File: src/rtl/bto_pkg.sv
package bto_pkg;

  typedef enum logic [1:0] {
    RSP_NONE   = 2'b00,
    RSP_ACCEPT = 2'b01,
    RSP_RETRY  = 2'b10,
    RSP_DONE   = 2'b11
  } rsp_code_e;

  typedef enum logic [1:0] {
    CLS_OTHER  = 2'b00,
    CLS_POSTED = 2'b01,
    CLS_DWRITE = 2'b10,
    CLS_DREAD  = 2'b11
  } txn_class_e;

  function automatic txn_class_e bto_classify(input logic [3:0] cmd);
    case (cmd)
      4'b0111, 4'b1111:                            bto_classify = CLS_POSTED;
      4'b0011, 4'b1011:                            bto_classify = CLS_DWRITE;
      4'b0010, 4'b0110, 4'b1010, 4'b1100, 4'b1110: bto_classify = CLS_DREAD;
      default:                                     bto_classify = CLS_OTHER;
    endcase
  endfunction

endpackage

File: src/rtl/bto_post_fifo.sv
module bto_post_fifo #(
  parameter int AW    = 32,
  parameter int DW    = 32,
  parameter int DEPTH = 8
) (
  input  logic                         clk,
  input  logic                         rst,
  input  logic                         push,
  input  logic [3:0]                   in_cmd,
  input  logic [AW-1:0]                in_addr,
  input  logic [3:0]                   in_be,
  input  logic [DW-1:0]                in_data,
  input  logic                         pop,
  output logic [3:0]                   head_cmd,
  output logic [AW-1:0]                head_addr,
  output logic [3:0]                   head_be,
  output logic [DW-1:0]                head_data,
  output logic                         empty,
  output logic                         full,
  output logic [$clog2(DEPTH+1)-1:0]   count
);
  localparam int PW = (DEPTH > 1) ? $clog2(DEPTH) : 1;
  localparam int CW = $clog2(DEPTH + 1);
  localparam int EW = 4 + AW + 4 + DW;

  logic [EW-1:0] mem [DEPTH];
  logic [PW-1:0] wr_ptr, rd_ptr;
  logic [CW-1:0] occ;

  function automatic logic [PW-1:0] nxt(input logic [PW-1:0] p);
    nxt = (p == PW'(DEPTH - 1)) ? '0 : p + 1'b1;
  endfunction

  always_ff @(posedge clk) begin
    if (push) mem[wr_ptr] <= {in_cmd, in_addr, in_be, in_data};
  end

  always_ff @(posedge clk) begin
    if (rst) begin
      wr_ptr <= '0;
      rd_ptr <= '0;
      occ    <= '0;
    end else begin
      if (push) wr_ptr <= nxt(wr_ptr);
      if (pop)  rd_ptr <= nxt(rd_ptr);
      if (push && !pop)      occ <= occ + 1'b1;
      else if (pop && !push) occ <= occ - 1'b1;
    end
  end

  assign {head_cmd, head_addr, head_be, head_data} = mem[rd_ptr];
  assign empty = (occ == '0);
  assign full  = (occ == CW'(DEPTH));
  assign count = occ;

endmodule

File: src/rtl/bto_dly_table.sv
module bto_dly_table #(
  parameter int AW     = 32,
  parameter int DW     = 32,
  parameter int SLOTS  = 4,
  parameter int PDEPTH = 8
) (
  input  logic                         clk,
  input  logic                         rst,
  input  logic                         lookup,
  input  logic [3:0]                   lk_cmd,
  input  logic [AW-1:0]                lk_addr,
  input  logic [3:0]                   lk_be,
  input  logic [DW-1:0]                lk_wdata,
  output logic                         deliver,
  output logic [DW-1:0]                deliver_data,
  input  logic                         take,
  input  logic [DW-1:0]                tgt_rdata,
  input  logic [$clog2(PDEPTH+1)-1:0]  post_count,
  input  logic                         post_pop,
  output logic                         pend_any,
  output logic [3:0]                   pend_cmd,
  output logic [AW-1:0]                pend_addr,
  output logic [3:0]                   pend_be,
  output logic [DW-1:0]                pend_wdata
);
  import bto_pkg::*;
  localparam int SW = (SLOTS > 1) ? $clog2(SLOTS) : 1;
  localparam int CW = $clog2(PDEPTH + 1);

  logic [SLOTS-1:0] vld, done;
  logic [3:0]       e_cmd   [SLOTS];
  logic [AW-1:0]    e_addr  [SLOTS];
  logic [3:0]       e_be    [SLOTS];
  logic [DW-1:0]    e_wdata [SLOTS];
  logic [DW-1:0]    e_rdata [SLOTS];
  logic [CW-1:0]    e_wait  [SLOTS];

  logic [SLOTS-1:0] match;
  logic             hit, free_any;
  logic [SW-1:0]    hit_idx, free_idx, pend_idx;

  for (genvar g = 0; g < SLOTS; g++) begin : g_match
    assign match[g] = vld[g] && (e_cmd[g] == lk_cmd) &&
                      (e_addr[g] == lk_addr) && (e_be[g] == lk_be);
  end

  always_comb begin
    hit = 1'b0;  hit_idx  = '0;
    free_any = 1'b0; free_idx = '0;
    pend_any = 1'b0; pend_idx = '0;
    for (int i = SLOTS - 1; i >= 0; i--) begin
      if (match[i])            begin hit = 1'b1;      hit_idx  = SW'(i); end
      if (!vld[i])             begin free_any = 1'b1; free_idx = SW'(i); end
      if (vld[i] && !done[i])  begin pend_any = 1'b1; pend_idx = SW'(i); end
    end
  end

  assign deliver      = hit && done[hit_idx] && (e_wait[hit_idx] == '0);
  assign deliver_data = e_rdata[hit_idx];
  assign pend_cmd     = e_cmd[pend_idx];
  assign pend_addr    = e_addr[pend_idx];
  assign pend_be      = e_be[pend_idx];
  assign pend_wdata   = e_wdata[pend_idx];

  logic alloc;
  assign alloc = lookup && !hit && free_any;

  always_ff @(posedge clk) begin
    if (rst) begin
      vld  <= '0;
      done <= '0;
    end else begin
      if (lookup && deliver) vld[hit_idx] <= 1'b0;
      if (alloc) begin
        vld[free_idx]  <= 1'b1;
        done[free_idx] <= 1'b0;
      end
      if (take) done[pend_idx] <= 1'b1;
    end
  end

  always_ff @(posedge clk) begin
    if (alloc) begin
      e_cmd[free_idx]   <= lk_cmd;
      e_addr[free_idx]  <= lk_addr;
      e_be[free_idx]    <= lk_be;
      e_wdata[free_idx] <= lk_wdata;
    end
    for (int i = 0; i < SLOTS; i++) begin
      if (take && pend_idx == SW'(i)) begin
        if (bto_classify(e_cmd[i]) == CLS_DREAD) begin
          e_rdata[i] <= tgt_rdata;
          e_wait[i]  <= post_count;
        end else begin
          e_rdata[i] <= '0;
          e_wait[i]  <= '0;
        end
      end else if (post_pop && e_wait[i] != '0) begin
        e_wait[i] <= e_wait[i] - 1'b1;
      end
    end
  end

endmodule

File: src/rtl/bto_issue_arb.sv
module bto_issue_arb (
  input  logic clk,
  input  logic rst,
  input  logic post_avail,
  input  logic dly_avail,
  input  logic tgt_ready,
  output logic sel_post,
  output logic issue_valid,
  output logic take_post,
  output logic take_dly
);
  logic last_post;

  assign sel_post    = post_avail && (!dly_avail || !last_post);
  assign issue_valid = post_avail || dly_avail;
  assign take_post   = issue_valid && tgt_ready && sel_post;
  assign take_dly    = issue_valid && tgt_ready && !sel_post;

  always_ff @(posedge clk) begin
    if (rst)                          last_post <= 1'b0;
    else if (issue_valid && tgt_ready) last_post <= sel_post;
  end

endmodule

File: src/rtl/bto_order_queue.sv
module bto_order_queue #(
  parameter int AW     = 32,
  parameter int DW     = 32,
  parameter int PDEPTH = 8,
  parameter int SLOTS  = 4
) (
  input  logic          clk,
  input  logic          rst,
  input  logic          req_valid,
  input  logic [3:0]    req_cmd,
  input  logic [AW-1:0] req_addr,
  input  logic [3:0]    req_be,
  input  logic [DW-1:0] req_wdata,
  output logic          rsp_valid,
  output logic [1:0]    rsp_code,
  output logic [DW-1:0] rsp_rdata,
  output logic          tgt_valid,
  output logic [3:0]    tgt_cmd,
  output logic [AW-1:0] tgt_addr,
  output logic [3:0]    tgt_be,
  output logic [DW-1:0] tgt_wdata,
  input  logic          tgt_ready,
  input  logic [DW-1:0] tgt_rdata
);
  import bto_pkg::*;
  localparam int CW = $clog2(PDEPTH + 1);

  txn_class_e    cls;
  logic          is_post, is_dly;
  logic          post_push, post_pop, post_empty, post_full;
  logic [CW-1:0] post_count;
  logic [3:0]    ph_cmd, dh_cmd, ph_be, dh_be;
  logic [AW-1:0] ph_addr, dh_addr;
  logic [DW-1:0] ph_data, dh_data;
  logic          deliver, pend_any, sel_post, take_dly;
  logic [DW-1:0] deliver_data;

  assign cls       = bto_classify(req_cmd);
  assign is_post   = (cls == CLS_POSTED);
  assign is_dly    = (cls == CLS_DWRITE) || (cls == CLS_DREAD);
  assign post_push = req_valid && is_post && !post_full;

  bto_post_fifo #(.AW(AW), .DW(DW), .DEPTH(PDEPTH)) post_q (
    .clk(clk), .rst(rst), .push(post_push),
    .in_cmd(req_cmd), .in_addr(req_addr), .in_be(req_be), .in_data(req_wdata),
    .pop(post_pop),
    .head_cmd(ph_cmd), .head_addr(ph_addr), .head_be(ph_be), .head_data(ph_data),
    .empty(post_empty), .full(post_full), .count(post_count)
  );

  bto_dly_table #(.AW(AW), .DW(DW), .SLOTS(SLOTS), .PDEPTH(PDEPTH)) dly_t (
    .clk(clk), .rst(rst), .lookup(req_valid && is_dly),
    .lk_cmd(req_cmd), .lk_addr(req_addr), .lk_be(req_be), .lk_wdata(req_wdata),
    .deliver(deliver), .deliver_data(deliver_data),
    .take(take_dly), .tgt_rdata(tgt_rdata),
    .post_count(post_count), .post_pop(post_pop),
    .pend_any(pend_any), .pend_cmd(dh_cmd), .pend_addr(dh_addr),
    .pend_be(dh_be), .pend_wdata(dh_data)
  );

  bto_issue_arb arb (
    .clk(clk), .rst(rst), .post_avail(!post_empty), .dly_avail(pend_any),
    .tgt_ready(tgt_ready), .sel_post(sel_post), .issue_valid(tgt_valid),
    .take_post(post_pop), .take_dly(take_dly)
  );

  assign tgt_cmd   = sel_post ? ph_cmd  : dh_cmd;
  assign tgt_addr  = sel_post ? ph_addr : dh_addr;
  assign tgt_be    = sel_post ? ph_be   : dh_be;
  assign tgt_wdata = sel_post ? ph_data : dh_data;

  always_ff @(posedge clk) begin
    if (rst) begin
      rsp_valid <= 1'b0;
      rsp_code  <= RSP_NONE;
      rsp_rdata <= '0;
    end else begin
      rsp_valid <= req_valid;
      rsp_rdata <= '0;
      if (!req_valid)
        rsp_code <= RSP_NONE;
      else if (is_post)
        rsp_code <= post_full ? RSP_RETRY : RSP_ACCEPT;
      else if (is_dly && deliver) begin
        rsp_code  <= RSP_DONE;
        rsp_rdata <= deliver_data;
      end else
        rsp_code <= RSP_RETRY;
    end
  end

endmodule

File: config.mk
export PLATFORM = sky130hd
export DESIGN_NAME = bto_order_queue
export DESIGN_NICKNAME = d
export VERILOG_FILES = /design/src/rtl/bto_pkg.sv /design/src/rtl/bto_post_fifo.sv /design/src/rtl/bto_dly_table.sv /design/src/rtl/bto_issue_arb.sv /design/src/rtl/bto_order_queue.sv
export SDC_FILE = /design/constraint.sdc
export NUM_CORES = 1
export LEC_CHECK = 0
export ABC_AREA = 1
export BUFFER_PORTS_ARGS = -buffer_cell sky130_fd_sc_hd__clkbuf_2
export CORE_MARGIN = 3
export CORE_UTILIZATION = 45
export DETAILED_ROUTE_END_ITERATION = 10
export SYNTH_ARGS = -nofsm -noshare
export SYNTH_HDL_FRONTEND = slang
export SYNTH_SLANG_ARGS = --single-unit
File: constraint.sdc
create_clock -name clk -period 10.3 [get_ports clk]
set_clock_uncertainty 0.1 [all_clocks]
set_input_delay 1.545 -clock clk [delete_from_list [all_inputs] [get_ports clk]]
set_output_delay 1.545 -clock clk [all_outputs]
set_load 0.1 [all_outputs]
==> run metrics, run 1 <==
Slew headroom 26.1%; largest cells by area after synthesis edfxtp_1 (65%), nor2_1 (5.7%), nand2_1 (5.2%); max-cap viol count 0; largest net degree at the start of global routing 115; drt drc 0; hold crit path type reg2reg; Post-Synthesis Cells 4014; area leader, netlist edfxtp_1; Setup TNS 0 ns; Num CTS Buffers 107; syn nets 4135; Avg Vias per Cell 5.61; vias 31200; worst r2r dst dly_t.e_rdata[1][16]$_SDFFCE_PP0P_; Sw Share 44.9%; # nets final 4298; Placement Cell Area 0.0472 mm2; Sink Count 1065; Setup Slack @ Placement 4.81 ns; mapped cell area 0.0449 mm2; Flop pwr share 34.0%; Routed wire per std cell 23.7 um; crit path capture tgt_be[1]; post_cts resized 0; Total Routing Usage GR 25.2%; switching power of the nets 6.68 mW; Reg clk slew, reported paths 0.07 ns; outcome finished, final reports clean; number of synthesized register bits 1065; Req. time, crit path 8.66 ns; Critical Path Start dly_t.vld[0]$_SDFF_PP0_; P&R area growth vs syn 13.0%; internal power 8.20 mW; final instance area 0.0507 mm2; Ys Warns 0; Slew Viols, Final 0; die area 0.104 mm2; CP max FO 60; critical path type reg2out; CP max stage delay 0.61 ns; CP Launch Type flop; num ports 216; Final Non-Filler Cells 5559; reg2reg start dly_t.vld[1]$_SDFF_PP0_; async set-reset flop share out of synthesis 0%; R2R setup slack 5.04 ns; crit path DAT 4.51 ns; post-route setup slack 4.14 ns; initial antenna violation count 7; Placed Instances 5355; WHS 0.372 ns; post-route ant nets 0; die height 322 um; RSZ-0062 raised after global routing false; clock network fraction of design power 26.1%; DR iter-0 viols 3152; logic gate share of total power 39.9%; routed wire length 132000 um; DP HPWL 83600 um; Final Hold Viols 0; final worst-path cycle share 59.8%; core area 0.0987 mm2; Min Clock Period, post-route 6.16 ns; Worst-Skew Late Latency 0.69 ns; f_max 162 MHz; routability congestion estimate from global placement 1.05; IO buf count 215; first drt pass iteration count 5; total power 14.9 mW; post-synthesis sequential area ratio 69.2%; Crit-path slowest cell buf_4; Die Wd 322 um; Worst setup EP type primary output; Cell Pwr Density 293 mW/mm2; root buf cell clkbuf_16; vias in the first global route 30100; proportion of layout cells with a drive suffix above 1 11.5%; Synth cell types 52; Post CTS Setup Buffer Count 0; Leak Pwr 18.5 nW; Worst-Margin Slew 1.11 ns; first-pass GRT wire length 196000 um; Final Util 51.4%; Overflow after GRT 0; H-tree Lvls 3; Post-synth top flop edfxtp_1; initial core utilization 45.5%; area share of the largest cell type after synthesis 65.3%; critical path, cell by cell inv_2 -> or2_1 -> o21ai_4 -> buf_4 -> inv_4 -> buf_4 -> a21oi_1 -> o21ai_0 -> a32oi_1 -> clkbuf_2; R2R cell count 18; clock buffer depth 3; setup violators final 0; hold buffer count at cts 0; num rows 115; Worst VDD drop 487 uV; most frequent CP cell buf_4; Post-synth EDFFs 976; syn avg cell area 11.2 um2; TritonCTS clock tree built
-- Yosys cell counts, types with 37 or more instances --
cell type    n
a221oi_1    68
o22ai_1    146
nand3_1     61
nor2_1     680
xnor2_1     37
nand2_1    618
edfxtp_1   976
o21ai_0    461
clkbuf_1   157
a21oi_1    107
dfxtp_1     89
nand4_1     61
inv_1      271
-- layer usage --
layer | up-vias | track usage (%) | routed length (um)
met5 | - | 0 | 13
met4 | 2 | 6.65 | 3040
met3 | 198 | 4.36 | 8580
met2 | 1009 | 41.1 | 63000
met1 | 15400 | 35.1 | 57300
li1 | 14600 | - | -
-- critical path: cells and delay by family, from the launching register on --
kind / cells / cell delay [ns]
simple gates: 1 / 0.31
flops: 1 / 0.42
buf+inv: 5 / 2.10
compound gates: 4 / 0.88
-- worst min-delay path by stage --
stage,slack [ns],cells past startpoint,from,endpoint
global placement,0.36,2,dly_t.e_rdata[2][19]$_SDFFE_PP0P_,dly_t.e_rdata[2][19]$_SDFFE_PP0P_
floorplan,0.35,2,dly_t.done[0]$_SDFF_PP0_,dly_t.done[0]$_SDFF_PP0_
global route,0.39,2,dly_t.e_rdata[2][27]$_SDFFE_PP0P_,dly_t.e_rdata[2][27]$_SDFFE_PP0P_
detailed placement,0.37,2,dly_t.e_rdata[2][27]$_SDFFE_PP0P_,dly_t.e_rdata[2][27]$_SDFFE_PP0P_
finish,0.37,2,dly_t.e_rdata[2][27]$_SDFFE_PP0P_,dly_t.e_rdata[2][27]$_SDFFE_PP0P_
CTS,0.37,2,dly_t.e_rdata[2][28]$_SDFFE_PP0P_,dly_t.e_rdata[2][28]$_SDFFE_PP0P_
-- area by class of cell --
| type | count | area [um2] |
|---|---|---|
| clock buffers | 135 | 2850 |
| fillers | 8712 | 48000 |
| well taps | 1287 | 1610 |
| clock inverters | 64 | 644 |
| flip-flops and latches | 1065 | 31100 |
| repair buffers | 256 | 1380 |
| multi-input cells | 2435 | 11900 |
| diodes | 5 | 12.5 |
| inverters | 312 | 1190 |
-- cell usage in the layout, fill, tap and decap left out, drive strengths merged, types with 36 or more instances in the layout --
cell	count
clkinv	51
nand3	61
edfxtp	976
buf	41
xnor2	37
a32oi	36
nand4	63
o22ai	146
a21oi	109
nand2	623
nor2	685
o21ai	471
inv	311
dfxtp	89
a221oi	68
clkbuf	350
-- sequential cells by signal, indices dropped and copies added (netlist names), 16 cells and up, named ones only --
name           cells
dly_t.e_addr     128
dly_t.e_rdata    128
rsp_rdata         32
dly_t.e_cmd       16
dly_t.e_wait      16
dly_t.e_wdata    128
post_q.mem       576
dly_t.e_be        16
-- logic make-up after synthesis --
kind of cell / synth area share [%]
AO/OA/AOI/OAI: 11.7
adder cells (fa/ha/maj): 0.379
AND/OR/NAND/NOR: 13.3
XOR/XNOR: 0.897
flip-flops: 69.2
buffers and inverters: 4.43
-- power by group through the flow --
stage,Sequential (mW),Clock [mW],Combinational [mW]
floorplan,5.06,0,4.65
global placement,5.15,0,5.95
detailed placement,5.15,0,5.99
CTS,5.06,3.96,6.00
global route,5.08,4.13,6.31
finish,5.06,3.88,5.94
(Power assumes the default switching activity.)
==> run 2, diff against run 1 <==
==> constraint.sdc (replaced) <==
create_clock -name clk -period 6.2 [get_ports clk]
set_clock_uncertainty 0.1 [all_clocks]
set_input_delay 0.93 -clock clk [delete_from_list [all_inputs] [get_ports clk]]
set_output_delay 0.93 -clock clk [all_outputs]
set_load 0.1 [all_outputs]
==> run 2 against run 1 <==
Compared with the run above:
- cell area rose by 0.65%
- critical path depth rose by 1
- total power up 67%
- critical path type unchanged
- critical endpoint is now tgt_cmd[3]
- highest routed layer unchanged
==> run metrics, run 2 (synthesis results as in run 1) <==
Die Wd 322 um (unchanged); setup violators final 0 (unchanged); post-route setup slack 0.875 ns (was 4.14 ns); proportion of layout cells with a drive suffix above 1 11.9% (was 11.5%); first-pass GRT wire length 199000 um (was 196000 um); final worst-path cycle share 85.9%; Min Clock Period, post-route 5.33 ns; R2R setup slack 2.00 ns (was 5.04 ns); # fillers 8728 (was 8712); final instance area 0.0510 mm2 (was 0.0507 mm2); vias in the first global route 30400 (was 30100); num ports 216 (unchanged); TritonCTS clock tree built (unchanged); critical path, cell by cell inv_2 -> nor2_1 -> inv_1 -> nand3_2 -> buf_4 -> clkinv_1 -> buf_4 -> a21oi_1 -> o21ai_0 -> a32oi_1 -> clkbuf_2 (was inv_2 -> or2_1 -> o21ai_4 -> buf_4 -> inv_4 -> buf_4 -> a21oi_1 -> o21ai_0 -> a32oi_1 -> clkbuf_2); post_cts resized 0 (unchanged); register name with the most flops post_q.mem (unchanged); max-cap viol count 0 (unchanged); initial antenna violation count 9 (was 7); die area 0.104 mm2 (unchanged); Setup Slack @ Placement 1.69 ns (was 4.81 ns); Setup TNS 0 ns (unchanged); R2R cell count 16 (was 18); Slew Viols, Final 0 (unchanged); routability congestion estimate from global placement 1.08 (was 1.05); num rows 115 (unchanged); Avg Vias per Cell 5.67 (was 5.61); commonest non-fill, non-tap cell in the layout edfxtp_1 (unchanged); Worst-Margin Slew 1.07 ns (was 1.11 ns); DP HPWL 83800 um (was 83600 um); Placement Cell Area 0.0475 mm2 (was 0.0472 mm2); CP Launch Type flop (unchanged); Slew headroom 28.5% (was 26.1%); Worst-Skew Late Latency 0.70 ns (was 0.69 ns); HP Start dly_t.e_rdata[2][28]$_SDFFE_PP0P_ (was dly_t.e_rdata[2][27]$_SDFFE_PP0P_); # nets final 4315 (was 4298); routed wire length 134000 um (was 132000 um); core area 0.0987 mm2 (unchanged); hold crit path type reg2reg (unchanged); Total Routing Usage GR 25.6% (was 25.2%); WP buf/inv 6 (was 5); P&R area growth vs syn 13.7% (was 13.0%); Top delay family on crit path buffers and inverters (unchanged); Worst Hold Depth 2 (unchanged); Cell Pwr Density 488 mW/mm2 (was 293 mW/mm2); hold buffer count at cts 0 (unchanged); CP max FO 40 (was 60); Req. time, crit path 5.17 ns (was 8.66 ns); drt drc 0 (unchanged); Crit-path slowest cell clkbuf_2 (was buf_4); Hold EP dly_t.e_rdata[2][28]$_SDFFE_PP0P_ (was dly_t.e_rdata[2][27]$_SDFFE_PP0P_); Worst setup EP type primary output (unchanged); max reg flops 576 (unchanged); IO buf count 215 (unchanged); outcome finished, final reports clean (unchanged); Num CTS Buffers 109 (was 107); largest net degree at the start of global routing 217 (was 115); Final Hold Viols 0 (unchanged); DR iter-0 viols 2923 (was 3152); vias 31600 (was 31200); Overflow after GRT 0 (unchanged); post-route ant nets 0 (unchanged); RSZ-0062 raised after global routing false (unchanged); first drt pass iteration count 8 (was 5); most frequent CP cell buf_4 (unchanged); initial core utilization 45.5% (unchanged); root buf cell clkbuf_16 (unchanged); CP max stage delay 0.56 ns (was 0.61 ns); H-tree Lvls 3 (unchanged); Leak Pwr 18.7 nW (was 18.5 nW); Reg clk slew, reported paths 0.06 ns (was 0.07 ns); most frequent cells in the layout edfxtp_1 (976), nor2_1 (673), nand2_1 (618), o21ai_0 (460), inv_1 (267) (was edfxtp_1 (976), nor2_1 (673), nand2_1 (617), o21ai_0 (460), inv_1 (267)); die height 322 um (unchanged); clock buffer depth 3 (unchanged); Routed wire per std cell 24.0 um (was 23.7 um); Post CTS Setup Buffer Count 0 (unchanged); Sink Count 1065 (unchanged); crit path DAT 4.30 ns (was 4.51 ns); worst r2r dst dly_t.e_rdata[1][13]$_SDFFCE_PP0P_ (was dly_t.e_rdata[1][16]$_SDFFCE_PP0P_); reg2reg start dly_t.vld[1]$_SDFF_PP0_ (unchanged); f_max 188 MHz; Worst VDD drop 814 uV (was 487 uV); critical path type reg2out (unchanged)
-- run 2: layer usage --
layer,vias to the layer above,share of wire [%],track usage [%]
li1,14600,-,-
met1,15700,43,35.9
met2,1091,48,41.7
met3,209,6.4,3.88
met4,4,2.5,7.34
met5,-,0.020,0
-- run 2: how the worst max path moves through the flow --
stage | start | to | slack [ns] | depth (start not counted)
finish | dly_t.vld[1]$_SDFF_PP0_ | tgt_cmd[3] | 0.87 | 11
global route | dly_t.vld[1]$_SDFF_PP0_ | tgt_cmd[3] | 0.78 | 11
CTS | dly_t.vld[1]$_SDFF_PP0_ | tgt_be[2] | 0.92 | 11
detailed placement | dly_t.vld[1]$_SDFF_PP0_ | tgt_be[2] | 1.69 | 11
global placement | dly_t.vld[1]$_SDFF_PP0_ | tgt_be[2] | 1.70 | 11
floorplan | req_cmd[2] | post_q.mem[3][0]$_DFFE_PP_ | -1.28 | 11
-- run 2: through the flow --
step / power, mW / utilization, % / cells / hold slack (ns)
final: 24.9 / 51.7 / 5579 / 0.372
after global routing: 25.9 / 51.7 / 5574 / 0.390
after CTS: 25.1 / 51.7 / 5571 / 0.376
after detailed placement: 18.7 / 48.1 / 5370 / 0.367
after global placement: 18.6 / 48.1 / 5370 / 0.360
after floorplan: 16.1 / - / 4014 / 0.348
-- run 2: power breakdown --
part / internal, mW / switching [mW] / total (mW) / leakage [nW]
logic: 1.75 / 8.32 / 10.1 / 7.40
clock network: 3.74 / 2.72 / 6.45 / 1.73
registers: 8.17 / 0.206 / 8.38 / 9.54
total: 13.7 / 11.2 / 24.9 / 18.7
-- run 2: cell type report --
type	count	area [um2]	area share [%]
repair buffers	271	1660	3.25
inverters	312	1190	2.34
well taps	1287	1610	3.15
multi-input cells	2435	11900	23.4
clock inverters	60	503	0.985
flip-flops and latches	1065	31100	60.9
diodes	8	20.0	0.0392
clock buffers	141	3010	5.90
-- run 2: tightest hold or removal path: stages (launching register included) --
cell and delay [ns]:
dfxtp_1 0.29, inv_1 0.05, o22ai_1 0.07
